File: src/rtl/fmtw_pkg.sv
package fmtw_pkg;

  typedef enum logic [1:0] {
    TAG_DATA = 2'd0,
    TAG_MARK = 2'd1,
    TAG_CRC  = 2'd2
  } tag_e;

  typedef enum logic [1:0] {
    CRC_HOLD   = 2'd0,
    CRC_UPD    = 2'd1,
    CRC_PRESET = 2'd2
  } crc_op_e;

  typedef enum logic [1:0] {
    ST_IDLE  = 2'd0,
    ST_ARMED = 2'd1,
    ST_WRITE = 2'd2
  } fmt_state_e;

  function automatic logic [15:0] crc16_step(input logic [15:0] c,
                                              input logic [7:0]  d,
                                              input logic [15:0] poly);
    logic [15:0] r;
    logic        fb;
    r = c;
    for (int i = 7; i >= 0; i--) begin
      fb = r[15] ^ d[i];
      r  = {r[14:0], 1'b0};
      if (fb) r = r ^ poly;
    end
    return r;
  endfunction

endpackage

File: src/rtl/fmtw_rst_sync.sv
module fmtw_rst_sync #(
  parameter int STAGES = 2
) (
  input  logic clk,
  input  logic rst_n,
  output logic rst_n_sync
);
  logic [STAGES-1:0] sync_q;

  always_ff @(posedge clk or negedge rst_n) begin
    if (!rst_n) sync_q <= '0;
    else        sync_q <= {sync_q[STAGES-2:0], 1'b1};
  end

  assign rst_n_sync = sync_q[STAGES-1];
endmodule

File: src/rtl/fmtw_edge.sv
module fmtw_edge (
  input  logic clk,
  input  logic rst_n,
  input  logic level_in,
  output logic rise
);
  logic level_q;

  always_ff @(posedge clk or negedge rst_n) begin
    if (!rst_n) level_q <= 1'b0;
    else        level_q <= level_in;
  end

  assign rise = level_in & ~level_q;
endmodule

File: src/rtl/fmtw_crc.sv
module fmtw_crc
  import fmtw_pkg::*;
#(
  parameter int          BYTE_W   = 8,
  parameter int          CRC_W    = 16,
  parameter logic [15:0] CRC_POLY = 16'h1021,
  parameter logic [15:0] CRC_INIT = 16'hFFFF
) (
  input  logic              clk,
  input  logic              rst_n,
  input  logic              init,
  input  crc_op_e           op,
  input  logic [BYTE_W-1:0] din,
  output logic [CRC_W-1:0]  crc
);
  logic [CRC_W-1:0] crc_q, crc_d;

  always_comb begin
    crc_d = crc_q;
    if (init) begin
      crc_d = CRC_INIT;
    end else begin
      case (op)
        CRC_UPD:    crc_d = crc16_step(crc_q, din, CRC_POLY);
        CRC_PRESET: crc_d = crc16_step(CRC_INIT, din, CRC_POLY);
        default:    crc_d = crc_q;
      endcase
    end
  end

  always_ff @(posedge clk or negedge rst_n) begin
    if (!rst_n) crc_q <= CRC_INIT;
    else        crc_q <= crc_d;
  end

  assign crc = crc_q;
endmodule

File: src/rtl/fmtw_decode.sv
module fmtw_decode
  import fmtw_pkg::*;
#(
  parameter int              BYTE_W     = 8,
  parameter int              CRC_W      = 16,
  parameter int              LEFT_W     = 2,
  parameter logic [BYTE_W-1:0] CODE_SYNC  = 8'hF5,
  parameter logic [BYTE_W-1:0] CODE_MARK2 = 8'hF6,
  parameter logic [BYTE_W-1:0] CODE_CRC   = 8'hF7,
  parameter logic [BYTE_W-1:0] SYNC_BYTE  = 8'hA1,
  parameter logic [BYTE_W-1:0] MARK2_BYTE = 8'hC2
) (
  input  logic              full,
  input  logic [BYTE_W-1:0] held,
  input  logic [LEFT_W-1:0] crc_left,
  input  logic [CRC_W-1:0]  crc,
  output logic [BYTE_W-1:0] emit_byte,
  output tag_e              emit_tag,
  output crc_op_e           emit_op,
  output logic              consume,
  output logic              starve,
  output logic [LEFT_W-1:0] crc_left_nxt
);
  localparam int CRC_BYTES = CRC_W / BYTE_W;

  always_comb begin
    emit_byte    = '0;
    emit_tag     = TAG_DATA;
    emit_op      = CRC_HOLD;
    consume      = 1'b0;
    starve       = 1'b0;
    crc_left_nxt = crc_left;
    if (crc_left != '0) begin
      emit_byte    = crc[(int'(crc_left) - 1) * BYTE_W +: BYTE_W];
      emit_tag     = TAG_CRC;
      crc_left_nxt = crc_left - 1'b1;
    end else if (!full) begin
      emit_op = CRC_UPD;
      starve  = 1'b1;
    end else begin
      consume = 1'b1;
      if (held == CODE_SYNC) begin
        emit_byte = SYNC_BYTE;
        emit_tag  = TAG_MARK;
        emit_op   = CRC_PRESET;
      end else if (held == CODE_MARK2) begin
        emit_byte = MARK2_BYTE;
        emit_tag  = TAG_MARK;
        emit_op   = CRC_UPD;
      end else if (held == CODE_CRC) begin
        emit_byte    = crc[(CRC_BYTES - 1) * BYTE_W +: BYTE_W];
        emit_tag     = TAG_CRC;
        crc_left_nxt = LEFT_W'(CRC_BYTES - 1);
      end else begin
        emit_byte = held;
        emit_op   = CRC_UPD;
      end
    end
  end
endmodule

File: src/rtl/trackfmt_engine.sv
module trackfmt_engine
  import fmtw_pkg::*;
#(
  parameter int          BYTE_W   = 8,
  parameter int          CRC_W    = 16,
  parameter logic [15:0] CRC_POLY = 16'h1021,
  parameter logic [15:0] CRC_INIT = 16'hFFFF
) (
  input  logic              clk,
  input  logic              rst_n,
  input  logic              cmd_start,
  input  logic              host_wr,
  input  logic [BYTE_W-1:0] host_data,
  input  logic              byte_tick,
  input  logic              index_in,
  output logic              out_valid,
  output logic [BYTE_W-1:0] out_byte,
  output logic [1:0]        out_tag,
  output logic              wgate,
  output logic              drq,
  output logic              lost_data,
  output logic              busy,
  output logic              intrq
);
  localparam int CRC_BYTES = CRC_W / BYTE_W;
  localparam int LEFT_W    = $clog2(CRC_BYTES + 1);

  logic rst_n_i;
  logic idx_rise;

  fmt_state_e        state_q, state_d;
  logic [BYTE_W-1:0] held_q, held_d;
  logic              full_q, full_d;
  logic              lost_q, lost_d;
  logic              intrq_q, intrq_d;
  logic              wgate_q, wgate_d;
  logic [LEFT_W-1:0] left_q, left_d;
  logic              ov_q, ov_d;
  logic [BYTE_W-1:0] ob_q, ob_d;
  tag_e              ot_q, ot_d;

  logic              crc_init;
  crc_op_e           crc_op;
  logic [CRC_W-1:0]  crc_val;

  logic [BYTE_W-1:0] dec_byte;
  tag_e              dec_tag;
  crc_op_e           dec_op;
  logic              dec_consume, dec_starve;
  logic [LEFT_W-1:0] dec_left;

  fmtw_rst_sync #(.STAGES(2)) u_rst (
    .clk(clk), .rst_n(rst_n), .rst_n_sync(rst_n_i)
  );

  fmtw_edge u_idx (
    .clk(clk), .rst_n(rst_n_i), .level_in(index_in), .rise(idx_rise)
  );

  fmtw_crc #(
    .BYTE_W(BYTE_W), .CRC_W(CRC_W), .CRC_POLY(CRC_POLY), .CRC_INIT(CRC_INIT)
  ) u_crc (
    .clk(clk), .rst_n(rst_n_i), .init(crc_init), .op(crc_op),
    .din(dec_byte), .crc(crc_val)
  );

  fmtw_decode #(
    .BYTE_W(BYTE_W), .CRC_W(CRC_W), .LEFT_W(LEFT_W)
  ) u_dec (
    .full(full_q), .held(held_q), .crc_left(left_q), .crc(crc_val),
    .emit_byte(dec_byte), .emit_tag(dec_tag), .emit_op(dec_op),
    .consume(dec_consume), .starve(dec_starve), .crc_left_nxt(dec_left)
  );

  // next-state logic
  always_comb begin
    state_d  = state_q;
    held_d   = held_q;
    full_d   = full_q;
    lost_d   = lost_q;
    intrq_d  = intrq_q;
    wgate_d  = wgate_q;
    left_d   = left_q;
    ov_d     = 1'b0;
    ob_d     = ob_q;
    ot_d     = ot_q;
    crc_init = 1'b0;
    crc_op   = CRC_HOLD;

    case (state_q)
      ST_IDLE: begin
        if (cmd_start) begin
          state_d  = ST_ARMED;
          full_d   = 1'b0;
          lost_d   = 1'b0;
          intrq_d  = 1'b0;
          left_d   = '0;
          crc_init = 1'b1;
        end
      end
      ST_ARMED: begin
        if (idx_rise) begin
          if (full_q) begin
            state_d = ST_WRITE;
          end else begin
            state_d = ST_IDLE;
            lost_d  = 1'b1;
            intrq_d = 1'b1;
          end
        end
      end
      ST_WRITE: begin
        if (idx_rise) begin
          state_d = ST_IDLE;
          intrq_d = 1'b1;
          wgate_d = 1'b0;
          left_d  = '0;
        end else if (byte_tick) begin
          ov_d    = 1'b1;
          ob_d    = dec_byte;
          ot_d    = dec_tag;
          wgate_d = 1'b1;
          left_d  = dec_left;
          crc_op  = dec_op;
          if (dec_consume) full_d = 1'b0;
          if (dec_starve)  lost_d = 1'b1;
        end
      end
      default: state_d = ST_IDLE;
    endcase

    if (host_wr) begin
      held_d = host_data;
      full_d = 1'b1;
    end
  end

  // registers
  always_ff @(posedge clk or negedge rst_n_i) begin
    if (!rst_n_i) begin
      state_q <= ST_IDLE;
      held_q  <= '0;
      full_q  <= 1'b0;
      lost_q  <= 1'b0;
      intrq_q <= 1'b0;
      wgate_q <= 1'b0;
      left_q  <= '0;
      ov_q    <= 1'b0;
      ob_q    <= '0;
      ot_q    <= TAG_DATA;
    end else begin
      state_q <= state_d;
      held_q  <= held_d;
      full_q  <= full_d;
      lost_q  <= lost_d;
      intrq_q <= intrq_d;
      wgate_q <= wgate_d;
      left_q  <= left_d;
      ov_q    <= ov_d;
      ob_q    <= ob_d;
      ot_q    <= ot_d;
    end
  end

  assign busy      = (state_q != ST_IDLE);
  assign drq       = busy & ~full_q;
  assign lost_data = lost_q;
  assign intrq     = intrq_q;
  assign wgate     = wgate_q;
  assign out_valid = ov_q;
  assign out_byte  = ob_q;
  assign out_tag   = ot_q;
endmodule

File: config.mk
export PLATFORM = sky130hd
export DESIGN_NAME = trackfmt_engine
export DESIGN_NICKNAME = d
export VERILOG_FILES = /design/src/rtl/fmtw_pkg.sv /design/src/rtl/fmtw_rst_sync.sv /design/src/rtl/fmtw_edge.sv /design/src/rtl/fmtw_crc.sv /design/src/rtl/fmtw_decode.sv /design/src/rtl/trackfmt_engine.sv
export SDC_FILE = /design/constraint.sdc
export NUM_CORES = 1
export LEC_CHECK = 0
export ABC_AREA = 0
export BUFFER_PORTS_ARGS = -buffer_cell sky130_fd_sc_hd__buf_2
export CAP_MARGIN = 10
export CORE_UTILIZATION = 28
export DETAILED_ROUTE_END_ITERATION = 10
export HOLD_SLACK_MARGIN = 0.1
export PLACE_DENSITY = 0.42
export SETUP_SLACK_MARGIN = 0.2
export SLEW_MARGIN = 20
export SYNTH_ARGS = -nofsm -noshare
export SYNTH_HDL_FRONTEND = slang
export SYNTH_HIERARCHICAL = 1
export SYNTH_SLANG_ARGS = --single-unit
File: constraint.sdc
create_clock -name clk -period 1.4 [get_ports clk]
set_input_delay 0 -clock clk [delete_from_list [all_inputs] [get_ports clk]]
set_output_delay 0 -clock clk [all_outputs]
set_load 0.1 [all_outputs]
# Word-level counts from Yosys, hierarchy flattened
# Index checks and enable logic that the tools add are counted.
# classes
addsub	2
n_eq_ne	23
shifts	1
n_mux	103
n_bitwise	35
reduce_logical	15
# op_table
operator	count
16-bit 2-to-1 mux	29
13-bit 2-to-1 mux	16
2-bit 2-to-1 mux	24
3-bit inverter	15
8-bit 2-to-1 mux	5
16-bit one-hot mux with 2 select lines	1
8-bit equality test, second input constant	3
1-bit 2-to-1 mux	23
16-bit by 6-bit indexed part select with 8-bit output	1
3-bit != test, second input constant	5
1-bit XOR	15
2-bit != test, second input constant	7
7-bit AND reduction	2
4-bit by 3-bit != test with 1-bit output, second input constant	3
5-bit AND reduction	2
3-bit nonzero test	3
2-bit nonzero test	4
1-bit one-hot mux with 3 select lines	2
2-bit one-hot mux with 3 select lines	1
3-bit AND reduction	2
2-bit by 1-bit equality test with 1-bit output, second input constant	2
2-bit equality test, second input constant	2
4-bit by 2-bit != test with 1-bit output, second input constant	1
2-bit one-hot mux with 2 select lines	1
other kinds (7)	10
# totals
register_bits	46
inputBits	14
out_inout_bits	16
elab_cells	192

# Longest topological paths before layout
# Gate-level depths: netlist of the first run.
# logic_depth
depth_word	40
ltp_mapped	12
mapped_depth_nobuf	10

# By module
# Netlist of the first run, hierarchy kept.
# modules_own_cells
mod	n_inst	cells_each	area_each_um2	seq_area_each_um2
trackfmt_engine	1	117	1273.7	675.6
fmtw_crc	1	126	1222.4	420.4
fmtw_decode	1	67	452.9	0.0
fmtw_rst_sync	1	3	53.8	50.0
fmtw_edge	1	2	38.8	25.0

# Worst setup path before layout of the first run
# Ideal clock, no wire load.
# synth_timing
path_kind	register to register
from	register left_q[0]
to	register u_crc.crc_q[15] (netlist: u_crc/crc[15])
setup_ps	89
arrival_ps	2393
t_required_ps	1311
slack_ps	-1083
stages_incl_launch_ff	11
path_buffers	1
synth_period_minus_slack_ps	2483
cell_sequence	dfrtp_1 > buf_2 > inv_1 > ha_1 > nand3_1 > o32a_2 > o21ai_0 > xor2_1 > xnor2_4 > xnor2_1 > a211oi_1
# synth_between
word_cells_on_any_way	48
cone_classes	add/sub (1); eq/ne (2); shift (1); mux (39); bitwise (3); reduce/logical (2)
# synth_lines
item	line_no	rtl
start: declaration	trackfmt_engine.sv:37	logic [LEFT_W-1:0] left_q, left_d;
start signal: assignment	trackfmt_engine.sv:158	left_q <= left_d;
2-bit by 1-bit subtractor with 3-bit output	fmtw_decode.sv:34	emit_byte = crc[(int'(crc_left) - 1) * BYTE_W +: BYTE_W];
16-bit by 6-bit indexed part select with 8-bit output	fmtw_decode.sv:34	
8-bit 2-to-1 mux *	fmtw_decode.sv:33	if (crc_left != '0) begin
named net dec_byte[3]	trackfmt_engine.sv:46	logic [BYTE_W-1:0] dec_byte;
1-bit XOR	fmtw_pkg.sv:28	fb = r[15] ^ d[i];
13-bit 2-to-1 mux	fmtw_pkg.sv:30	if (fb) r = r ^ poly;
16-bit 2-to-1 mux	fmtw_crc.sv:23	case (op)
16-bit 2-to-1 mux	fmtw_crc.sv:20	if (init) begin
16-bit 2-to-1 mux	fmtw_crc.sv:23	
16-bit 2-to-1 mux	fmtw_crc.sv:20	
16-bit 2-to-1 mux	fmtw_crc.sv:23	
16-bit 2-to-1 mux	fmtw_crc.sv:20	
16-bit one-hot mux with 2 select lines *	fmtw_crc.sv:23	
16-bit 2-to-1 mux *	fmtw_crc.sv:20	
end signal: assignment	fmtw_crc.sv:33	else crc_q <= crc_d;
end: declaration	fmtw_crc.sv:16	logic [CRC_W-1:0] crc_q, crc_d;
# Mark *: on every way through the listed nets, which the timed path passes. The rest lies on a longest branch. The select of a mux whose other input is x is not followed.
# A chain may end at the register's enable or synchronous reset.

# Worst setup path after layout of the first run
# layout_timing
from	register held_q[5]
to	register u_crc.crc_q[6] (netlist: u_crc/crc[6])
# layout_between
word_cells_on_any_way	67
cone_classes	eq/ne (5); mux (53); bitwise (8); reduce/logical (1)
# layout_lines
item	line_no	rtl
start: declaration	trackfmt_engine.sv:32	logic [BYTE_W-1:0] held_q, held_d;
start signal: assignment	trackfmt_engine.sv:153	held_q <= held_d;
8-bit equality test	fmtw_decode.sv:50	end else if (held == CODE_CRC) begin
8-bit 2-to-1 mux	fmtw_decode.sv:50	
8-bit 2-to-1 mux	fmtw_decode.sv:46	end else if (held == CODE_MARK2) begin
8-bit 2-to-1 mux *	fmtw_decode.sv:42	if (held == CODE_SYNC) begin
8-bit 2-to-1 mux *	fmtw_decode.sv:37	end else if (!full) begin
8-bit 2-to-1 mux *	fmtw_decode.sv:33	
named net dec_byte[1]	trackfmt_engine.sv:46	
1-bit XOR	fmtw_pkg.sv:28	
13-bit 2-to-1 mux	fmtw_pkg.sv:30	
16-bit 2-to-1 mux	fmtw_crc.sv:23	
16-bit 2-to-1 mux	fmtw_crc.sv:20	
13-bit 2-to-1 mux	fmtw_pkg.sv:30	
16-bit one-hot mux with 2 select lines *	fmtw_crc.sv:23	
16-bit 2-to-1 mux *	fmtw_crc.sv:20	
# Marked as above.

==> results of run 1 <==
==> synthesized netlist by cell type (3+ instances only) <==
master	n
sky130_fd_sc_hd__a211oi_1	4
sky130_fd_sc_hd__a21oi_1	13
sky130_fd_sc_hd__a221oi_1	4
sky130_fd_sc_hd__buf_2	8
sky130_fd_sc_hd__buf_4	3
sky130_fd_sc_hd__clkbuf_1	3
sky130_fd_sc_hd__dfrtp_1	30
sky130_fd_sc_hd__dfstp_2	16
sky130_fd_sc_hd__ha_1	6
sky130_fd_sc_hd__inv_1	11
sky130_fd_sc_hd__mux2_2	9
sky130_fd_sc_hd__mux2i_1	4
sky130_fd_sc_hd__nand2_1	52
sky130_fd_sc_hd__nand2b_1	6
sky130_fd_sc_hd__nand3_1	7
sky130_fd_sc_hd__nor2_1	18
sky130_fd_sc_hd__nor2b_1	6
sky130_fd_sc_hd__nor3_1	5
sky130_fd_sc_hd__o211ai_1	5
sky130_fd_sc_hd__o21a_1	4
sky130_fd_sc_hd__o21ai_0	10
sky130_fd_sc_hd__o22ai_1	6
sky130_fd_sc_hd__xnor2_1	19
sky130_fd_sc_hd__xnor2_4	3
sky130_fd_sc_hd__xor2_1	10
==> repair_timing <==
action / 4_1_cts / 5_1_grt
setup buffers: 19 / 7
resized for setup: 69 / 50
pin swaps: 34 / 27
hold buffers: 13 / 0
hold endpoints to repair: 13 / 0
endpoints found under the setup margin: 36 / 36
gates cloned: 1 / 0
==> worst max-delay path: stages, from the launching register on <==
cell and delay [ns]:
sky130_fd_sc_hd__dfrtp_1 0.38, sky130_fd_sc_hd__buf_4 0.14, sky130_fd_sc_hd__nand3_1 0.12, sky130_fd_sc_hd__buf_4 0.18, sky130_fd_sc_hd__o21ai_0 0.32, sky130_fd_sc_hd__nand3_4 0.17, sky130_fd_sc_hd__xnor2_4 0.25, sky130_fd_sc_hd__buf_4 0.18
sky130_fd_sc_hd__xnor2_1 0.06, sky130_fd_sc_hd__a21oi_1 0.16, sky130_fd_sc_hd__a2bb2oi_1 0.17
==> how the worst max path moves through the flow <==
stage | startpoint | end
3_3_place_gp | held_q[3] | u_crc/crc[1]
4_1_cts | held_q[3] | u_crc/crc[0]
5_1_grt | left_q[1] | u_crc/crc[8]
2_1_floorplan | left_q[0] | u_crc/crc[7]
6_report | held_q[5] | u_crc/crc[6]
3_5_place_dp | held_q[3] | u_crc/crc[1]
==> report_power, final <==
| part | leakage, nW | switching, mW | internal, mW | total [mW] |
|---|---|---|---|---|
| Combinational | 1.62 | 4.34 | 3.82 | 8.16 |
| Clock | 0.0482 | 0.458 | 0.400 | 0.858 |
| Sequential | 0.538 | 0.311 | 1.85 | 2.16 |
| Total | 2.21 | 5.11 | 6.07 | 11.2 |
==> cells by family after synthesis <==
group | share of synthesized area [%]
AND/OR/NAND/NOR | 20.0
AO/OA/AOI/OAI | 15.2
flip-flops | 38.5
XOR/XNOR | 13.2
buffers and inverters | 4.81
multiplexers | 5.64
adder cells (fa/ha/maj) | 2.47
other | 0.123
==> metal layers <==
metal | vias to the layer above | GRT usage, %
li1 | 1388 | -
met1 | 1350 | 23.4
met2 | 67 | 26.9
met3 | 13 | 2.33
met4 | 0 | 4.86
met5 | - | 0
==> state kept, by name, indices dropped and copies added (netlist names), 2 cells and up <==
signal	cells
held_q	8
left_q	2
out_byte	8
out_tag	2
state_q	2
u_crc/crc	16
u_rst/sync_q	2
==> cell type report <==
type                       count  area [um^2]  share of cell area (%)
timing repair buffer         162         1370                    26.7
inverter                      12         68.8                    1.34
clock inverter                 1         5.00                  0.0973
multi-input combinational    240         2260                    44.0
clock buffer                   7         86.3                    1.68
sequential                    46         1180                    22.9
tap                          136          170                    3.31
==> out/results.ini, run 1 <==
[clock_tree]
buffers_from_clock_root_to_sink_at_most = 2
clkSlewWorstSetupHoldPaths_ns = 0.09
ctsHtreeMaxLevel = 2
clkLatencyLatePin_ns = 0.30
tritoncts = built
clock_sinks = 46
cts.root.buffer_cell = sky130_fd_sc_hd__clkbuf_8
cts-buffers-inserted = 5

[placed_design]
dpl-instance-area_um2 = 4190
gpl.final_weighted_congestion = 0.801
post-place-ws_ns = -0.948
post-place-cells = 556
dp_hpwl_mm = 6.79
io_buffer_count = 29

[yosys]
netlist_area_um2 = 3040
ys_seq_area_share_pct = 38.5
cells_taking_the_most_area_after_synthesis = sky130_fd_sc_hd__dfrtp_1, sky130_fd_sc_hd__dfstp_2, sky130_fd_sc_hd__nand2_1
syn_nets = 335
ys_dominant_reg_cell = sky130_fd_sc_hd__dfrtp_1
yosys.cell_types.count = 61
synth.ff_latch_count = 46
yosys_warnings = 6
netlist.area_leader.share_pct = 24.7
postSynthCellCount = 315
async_reset_ff_share_pct = 100
yosysTopAreaCell = sky130_fd_sc_hd__dfrtp_1
number_of_enable_type_register_cells_in_the_synthesized_netlist = 0
syn_avg_cell_area_um2 = 9.66

[routing]
route.met3.wl_um = 346
top_layer = met4
drc = 0
antenna_violating_nets_post_route = 0
detail_route.iter0.violations = 94
met1Wirelength_mm = 4.31
via_count = 2818
routed_via_density = 4.67
detail_route.wl_per_cell_um = 15.0
drt_pass1_iterations = 4
wirelength_mm = 9.06
wl_met2_mm = 4.23

[grt]
grt_pass1_wl_mm = 14.6
grt_usage_pct = 16.8
grt_antenna_before_repair = 0
overflow = 0
maximum_number_of_pins_on_one_net_before_global_route_repair = 28
number_of_global_route_vias_before_repair = 2882

[critical_path]
classification_of_the_worst_setup_path = reg -> reg
reg2reg_setup_slack_ns = -0.82
reg2reg_depth = 10
crit_path_start_kind = register
rr_endpoint = u_crc/crc[6]
setup.worst_path.end_class = register
cp_data_required_time_ns = 1.62
worstPathArrival_ns = 2.44
path_max_fanout = 3
critical_path.reg2reg.startpoint = held_q[5]

[layout]
postLayoutCoreUtil_pct = 49.4
finish.instance_area_um2 = 5140
finish.net_count = 487
layout_commonest_cell = sky130_fd_sc_hd__buf_4
area_overhead_vs_synth_pct = 69.1
layoutNonFillerInstCount = 604
antenna-diode-count = 0
drive_gt1_share_pct = 59.6
layout.cells.most_common_list = sky130_fd_sc_hd__buf_4, sky130_fd_sc_hd__nand2_1, sky130_fd_sc_hd__buf_6, sky130_fd_sc_hd__buf_2, sky130_fd_sc_hd__dfrtp_1
filler_cells = 969

[status]
status = finished with violations
violations_in_the_final_reports = negative setup slack

[hold_path]
hold_end = wgate
min_path_cells = 4
holdCritPathClass = in -> reg
holdCritStartpoint = byte_tick

[power]
vdd_ir_drop_max_v = 0.000936
post-layout-total-power_mw = 11.2
power.static_leakage_nw = 2.21
cellPowerDensity_nw_per_um2 = 2170

[floorplanning]
placeableCoreArea_um2 = 10400
pin_count = 30
core.rowCount = 37
floorplan.die.height_um = 106
design.die.area_um2 = 11300
width_of_the_chip_um = 106
initial_utilization_pct = 29.2

[timing]
finalSetupViolCount = 33
fin_worst_skew_ns = 0.0127
pins_over_their_slew_limit = 0
layout_worst_path_cycle_share_pct = 159
timing.final.ws_setup_ns = -0.823
hold-worst-slack_ns = 0.164
final_period_minus_worst_setup_slack_ns = 2.22
timing_hold_violations_final = 0
fin_tns_setup_ns = -16.88
grt_setup_unrepaired = yes
fmax_ghz = 0.450

[run]
maxCapViolCount = 0

No activity file was read; power rests on OpenSTA's default activity.
==> inputs of run 2 (changes only) <==
--- a/config.mk
+++ b/config.mk
@@ -11,7 +11,7 @@
 export CORE_UTILIZATION = 28
 export DETAILED_ROUTE_END_ITERATION = 10
 export HOLD_SLACK_MARGIN = 0.1
-export PLACE_DENSITY = 0.42
+export PLACE_DENSITY = 0.41
 export SETUP_SLACK_MARGIN = 0.2
 export SLEW_MARGIN = 20
 export SYNTH_ARGS = -nofsm -noshare
==> constraint.sdc (replaced) <==
create_clock -name clk -period 2.35 [get_ports clk]
set_input_delay 0 -clock clk [delete_from_list [all_inputs] [get_ports clk]]
set_output_delay 0 -clock clk [all_outputs]
set_load 0.1 [all_outputs]
==> out/results.ini, run 2 (synthesized netlist as in run 1, its figures left out) <==
[status]
status = completed

[critical_path]
crit_path_start_kind = register
reg2reg_setup_slack_ns = 0.10
classification_of_the_worst_setup_path = reg -> reg
worstPathArrival_ns = 2.50
path_max_fanout = 10
cp_data_required_time_ns = 2.60
setup.worst_path.end_class = register

[routing]
via_count = 2586
wirelength_mm = 8.96
detail_route.wl_per_cell_um = 16.3
detail_route.iter0.violations = 146
antenna_violating_nets_post_route = 0
drc = 0
drt_pass1_iterations = 4
routed_via_density = 4.71

[timing]
max_slew.worst_pin.slew_ns = 0.782
final_period_minus_worst_setup_slack_ns = 2.25
fin_worst_skew_ns = 0.00814
timing_hold_violations_final = 0
grt_setup_unrepaired = yes
max_slew_margin_pct = 47.9
fin_tns_setup_ns = 0
pins_over_their_slew_limit = 0
layout_worst_path_cycle_share_pct = 95.7
finalSetupViolCount = 0
hold-worst-slack_ns = 0.339
fmax_ghz = 0.444

[power]
seqPwrFrac_pct = 23.0
swShare_pct = 48.1
p_comb_share_pct = 66.6
power.static_leakage_nw = 1.92
vdd_ir_drop_max_v = 0.000779
cellPowerDensity_nw_per_um2 = 1360
power.clock.fraction_pct = 10.4
power.switching_mw = 2.91
cellInternalPower_mw = 3.14
post-layout-total-power_mw = 6.05

[grt]
grt_antenna_before_repair = 0
grt_pass1_wl_mm = 14.5
overflow = 0
grt_usage_pct = 16.8
maximum_number_of_pins_on_one_net_before_global_route_repair = 34
number_of_global_route_vias_before_repair = 2727

[floorplanning]
width_of_the_chip_um = 106
placeableCoreArea_um2 = 10400
initial_utilization_pct = 29.2
pin_count = 30
core.rowCount = 37
design.die.area_um2 = 11300
floorplan.die.height_um = 106

[layout]
drive_gt1_share_pct = 48.9
layoutNonFillerInstCount = 549
postLayoutCoreUtil_pct = 42.8
finish.net_count = 432
largest_reg_flops = 16
antenna-diode-count = 0
area_overhead_vs_synth_pct = 46.5
layout.cells.most_common_list = sky130_fd_sc_hd__buf_4, sky130_fd_sc_hd__nand2_1, sky130_fd_sc_hd__buf_2, sky130_fd_sc_hd__dfrtp_1, sky130_fd_sc_hd__dlygate4sd3_1
layout_commonest_cell = sky130_fd_sc_hd__buf_4

[clock_tree]
buffers_from_clock_root_to_sink_at_most = 2
tritoncts = built
clock_sinks = 46
ctsHtreeMaxLevel = 2
cts.root.buffer_cell = sky130_fd_sc_hd__clkbuf_8
clkSlewWorstSetupHoldPaths_ns = 0.10
cts-buffers-inserted = 5
clkLatencyLatePin_ns = 0.31

[placed_design]
gpl.final_weighted_congestion = 0.780
dp_hpwl_mm = 6.22
io_buffer_count = 29
post-place-cells = 502

[hold_path]
holdCritPathClass = in -> reg

[run]
maxCapViolCount = 0

run 2: cell types whose count changed in the layout (fill, tap and decap cells not counted), sizes merged:
cell / previous run / this run
buf: 149 / 90
clkbuf: 7 / 5
bufinv: 0 / 1
clkinv: 2 / 1
inv: 10 / 13
clkinvlp: 1 / 0
dlygate4sd3: 13 / 17
run 2: worst paths after layout:
| kind | end | cells after the start | from |
|---|---|---|---|
| hold reg to reg | u_idx/level_q | 0 | u_rst/sync_q[1] |
| setup reg to reg | u_crc/crc[0] | 11 | held_q[3] |
| hold / removal | u_idx/level_q | 2 | index_in |
| min in group asynchronous | u_idx/level_q | 0 | u_rst/sync_q[1] |
| max in group asynchronous | u_crc/crc[14] | 1 | u_rst/sync_q[1] |
| setup / recovery | u_crc/crc[0] | 11 | held_q[3] |
run 2: worst max-delay path, stage by stage (launching register included):
cell and delay (ns):
sky130_fd_sc_hd__dfrtp_1 0.39, sky130_fd_sc_hd__nand4b_4 0.19, sky130_fd_sc_hd__buf_4 0.15, sky130_fd_sc_hd__or2_4 0.25, sky130_fd_sc_hd__o21a_1 0.20, sky130_fd_sc_hd__and2_4 0.19
sky130_fd_sc_hd__buf_12 0.13, sky130_fd_sc_hd__xor2_4 0.15, sky130_fd_sc_hd__buf_12 0.15, sky130_fd_sc_hd__o22ai_2 0.14, sky130_fd_sc_hd__a21oi_2 0.04, sky130_fd_sc_hd__or2_4 0.22
run 2: per-layer routing:
layer  GRT usage, %  up-vias  routed length [um]
li1               -     1276                   -
met5              0        -                   0
met3           2.64        9                 328
met1           23.4     1253                4320
met2           26.6       48                4210
met4           5.46        0                  96
run 2: power by group through the flow:
stage / Sequential (mW) / Clock (mW) / Combinational, mW
3_3_place_gp: 1.38 / 0 / 3.31
5_1_grt: 1.43 / 0.686 / 4.31
6_report: 1.39 / 0.630 / 4.03
3_5_place_dp: 1.38 / 0 / 3.30
4_1_cts: 1.37 / 0.665 / 3.64
2_1_floorplan: 1.95 / 0 / 2.00
run 2: metrics by stage:
| step | instance area, um^2 | setup slack (ns) |
|---|---|---|
| after CTS | 4180 | 0.0803 |
| after floorplan | 3170 | 0.170 |
| final | 4460 | 0.100 |
| after global routing | 4460 | -0.0349 |
| after global placement | 3680 | -0.0245 |
| after detailed placement | 3680 | -0.0117 |
run 2: cell type report:
type	count	area, um^2
clock buffer	5	68.8
timing repair buffer	107	831
multi-input combinational	240	2120
clock inverter	3	43.8
tap	136	170
inverter	12	47.5
sequential	46	1170
fill	1031	5960
run 2: timing repair:
item,in CTS,in global routing
gates cloned,1,0
pin swaps,23,26
setup endpoints to repair,16,16
setup buffers,14,7
resized for setup,23,39
hold buffers,17,0
hold endpoints to repair,15,0
==> inputs of run 3 (changes only) <==
--- a/config.mk
+++ b/config.mk
@@ -8,10 +8,10 @@
 export ABC_AREA = 0
 export BUFFER_PORTS_ARGS = -buffer_cell sky130_fd_sc_hd__buf_2
 export CAP_MARGIN = 10
-export CORE_UTILIZATION = 28
+export CORE_UTILIZATION = 30
 export DETAILED_ROUTE_END_ITERATION = 10
 export HOLD_SLACK_MARGIN = 0.1
-export PLACE_DENSITY = 0.41
+export PLACE_DENSITY = 0.43
 export SETUP_SLACK_MARGIN = 0.2
 export SLEW_MARGIN = 20
 export SYNTH_ARGS = -nofsm -noshare
==> out/results.ini, run 3 (synthesized netlist as in run 1, its figures left out) <==
[timing]
finalSetupViolCount = 0
max_slew_margin_pct = 46.7
fin_tns_setup_ns = 0
pins_over_their_slew_limit = 0
grt_setup_unrepaired = yes
timing.final.ws_setup_ns = 0.0871
fmax_ghz = 0.442
hold-worst-slack_ns = 0.352
timing_hold_violations_final = 0
max_slew.worst_pin.slew_ns = 0.799
fin_worst_skew_ns = 0.0101
layout_worst_path_cycle_share_pct = 96.3
final_period_minus_worst_setup_slack_ns = 2.26

[grt]
maximum_number_of_pins_on_one_net_before_global_route_repair = 36
grt_antenna_before_repair = 0
grt.met1_usage_pct = 24.4
grt_pass1_wl_mm = 13.8
grt_usage_pct = 17.5
grtUsageMet3_pct = 2.58
use_met2_pct = 28.0
busiest_layer = met2
overflow = 0
number_of_global_route_vias_before_repair = 2585

[routing]
wirelength_mm = 8.55
drc = 0
detail_route.wl_per_cell_um = 15.9
drt_pass1_iterations = 4
via_count = 2579
detail_route.iter0.violations = 157
routed_via_density = 4.78
antenna_violating_nets_post_route = 0

[clock_tree]
clkLatencyLatePin_ns = 0.31
cts.root.buffer_cell = sky130_fd_sc_hd__clkbuf_8
ctsHtreeMaxLevel = 2
clock_sinks = 46
tritoncts = built
clkSlewWorstSetupHoldPaths_ns = 0.10
buffers_from_clock_root_to_sink_at_most = 2
cts-buffers-inserted = 5

[hold_path]
holdCritStartpoint = index_in
hold_end = u_idx/level_q
min_path_cells = 2
holdCritPathClass = in -> reg

[critical_path]
reg2reg_depth = 9
rr_endpoint = u_crc/crc[7]
cp_data_required_time_ns = 2.58
critical_path.reg2reg.startpoint = held_q[3]
reg2reg_setup_slack_ns = 0.09
timing.critical_path.from = held_q[3]
setup.worst_path.end_class = register
path_max_fanout = 6
classification_of_the_worst_setup_path = reg -> reg
worstPathArrival_ns = 2.49
crit_path_start_kind = register

[layout]
largest_reg_flops = 16
area_overhead_vs_synth_pct = 41.2
layoutNonFillerInstCount = 539
antenna-diode-count = 0
finish.instance_area_um2 = 4290
filler_cells = 984
finish.net_count = 425
layout.cells.most_common_list = sky130_fd_sc_hd__nand2_1, sky130_fd_sc_hd__buf_4, sky130_fd_sc_hd__buf_2, sky130_fd_sc_hd__dfrtp_1, sky130_fd_sc_hd__nor2_1
postLayoutCoreUtil_pct = 43.7
drive_gt1_share_pct = 45.3

[power]
cellPowerDensity_nw_per_um2 = 1370
vdd_ir_drop_max_v = 0.000767
power.static_leakage_nw = 1.84
post-layout-total-power_mw = 5.87

[placed_design]
post-place-ws_ns = 0.0366
post-place-cells = 499
dpl-instance-area_um2 = 3660
io_buffer_count = 29
gpl.final_weighted_congestion = 0.876
dp_hpwl_mm = 6.14

[floorplanning]
design.die.area_um2 = 10500
core.rowCount = 36
floorplan.die.height_um = 103
initial_utilization_pct = 31.0
placeableCoreArea_um2 = 9820
pin_count = 30
width_of_the_chip_um = 103

[status]
status = completed

[run]
maxCapViolCount = 0

[run 3: cell types whose count changed in the layout (fill, tap and decap cells not counted), sizes merged]
cell / before / now
inv: 13 / 12
clkinv: 1 / 0
clkinvlp: 0 / 2
buf: 90 / 85
dlygate4sd3: 17 / 15
[run 3: final cells by class]
| type | instances | area, um^2 | area share [%] |
|---|---|---|---|
| Clock inverter | 3 | 45.0 | 1.05 |
| Inverter | 12 | 47.5 | 1.11 |
| Tap cell | 133 | 166 | 3.88 |
| Timing Repair Buffer | 100 | 747 | 17.4 |
| Multi-Input combinational cell | 240 | 2050 | 47.6 |
| Clock buffer | 5 | 68.8 | 1.60 |
| Sequential cell | 46 | 1170 | 27.3 |
[run 3: how the worst max path moves through the flow]
| stage | endpoint | slack, ns | cells past startpoint |
|---|---|---|---|
| 6_report | u_crc/crc[7] | 0.09 | 9 |
| 5_1_grt | u_crc/crc[7] | -0.005 | 9 |
| 4_1_cts | u_crc/crc[7] | 0.09 | 8 |
| 3_5_place_dp | u_crc/crc[7] | 0.04 | 8 |
| 3_3_place_gp | u_crc/crc[1] | 0.02 | 10 |
| 2_1_floorplan | u_crc/crc[7] | 0.17 | 11 |
[run 3: repair_timing]
action / 4_1_cts / 5_1_grt
hold buffers: 15 / 0
buffers inserted: 11 / 6
setup endpoints to repair: 15 / 16
pin swaps: 20 / 17
hold endpoints to repair: 14 / 0
resized for setup: 24 / 21
[run 3: critical path: stages (launching register included)]
cell and delay [ns]:
sky130_fd_sc_hd__dfrtp_1 0.39, sky130_fd_sc_hd__nand4b_4 0.19, sky130_fd_sc_hd__buf_6 0.15, sky130_fd_sc_hd__or4_4 0.50, sky130_fd_sc_hd__o211ai_1 0.24, sky130_fd_sc_hd__xnor2_4 0.16, sky130_fd_sc_hd__buf_4 0.17, sky130_fd_sc_hd__xnor2_1 0.12
sky130_fd_sc_hd__o21a_1 0.17, sky130_fd_sc_hd__o211ai_1 0.09
[run 3: report_power, final]
group | switching, mW | internal (mW)
registers | 0.281 | 1.10
clock network | 0.307 | 0.317
logic | 2.24 | 1.63
[run 3: per-layer routing]
metal | part of all wire (%) | routed length [um]
met3 | 3.5 | 298
met1 | 48 | 4110
met5 | 0 | 0
met2 | 47 | 3990
met4 | 1.8 | 150
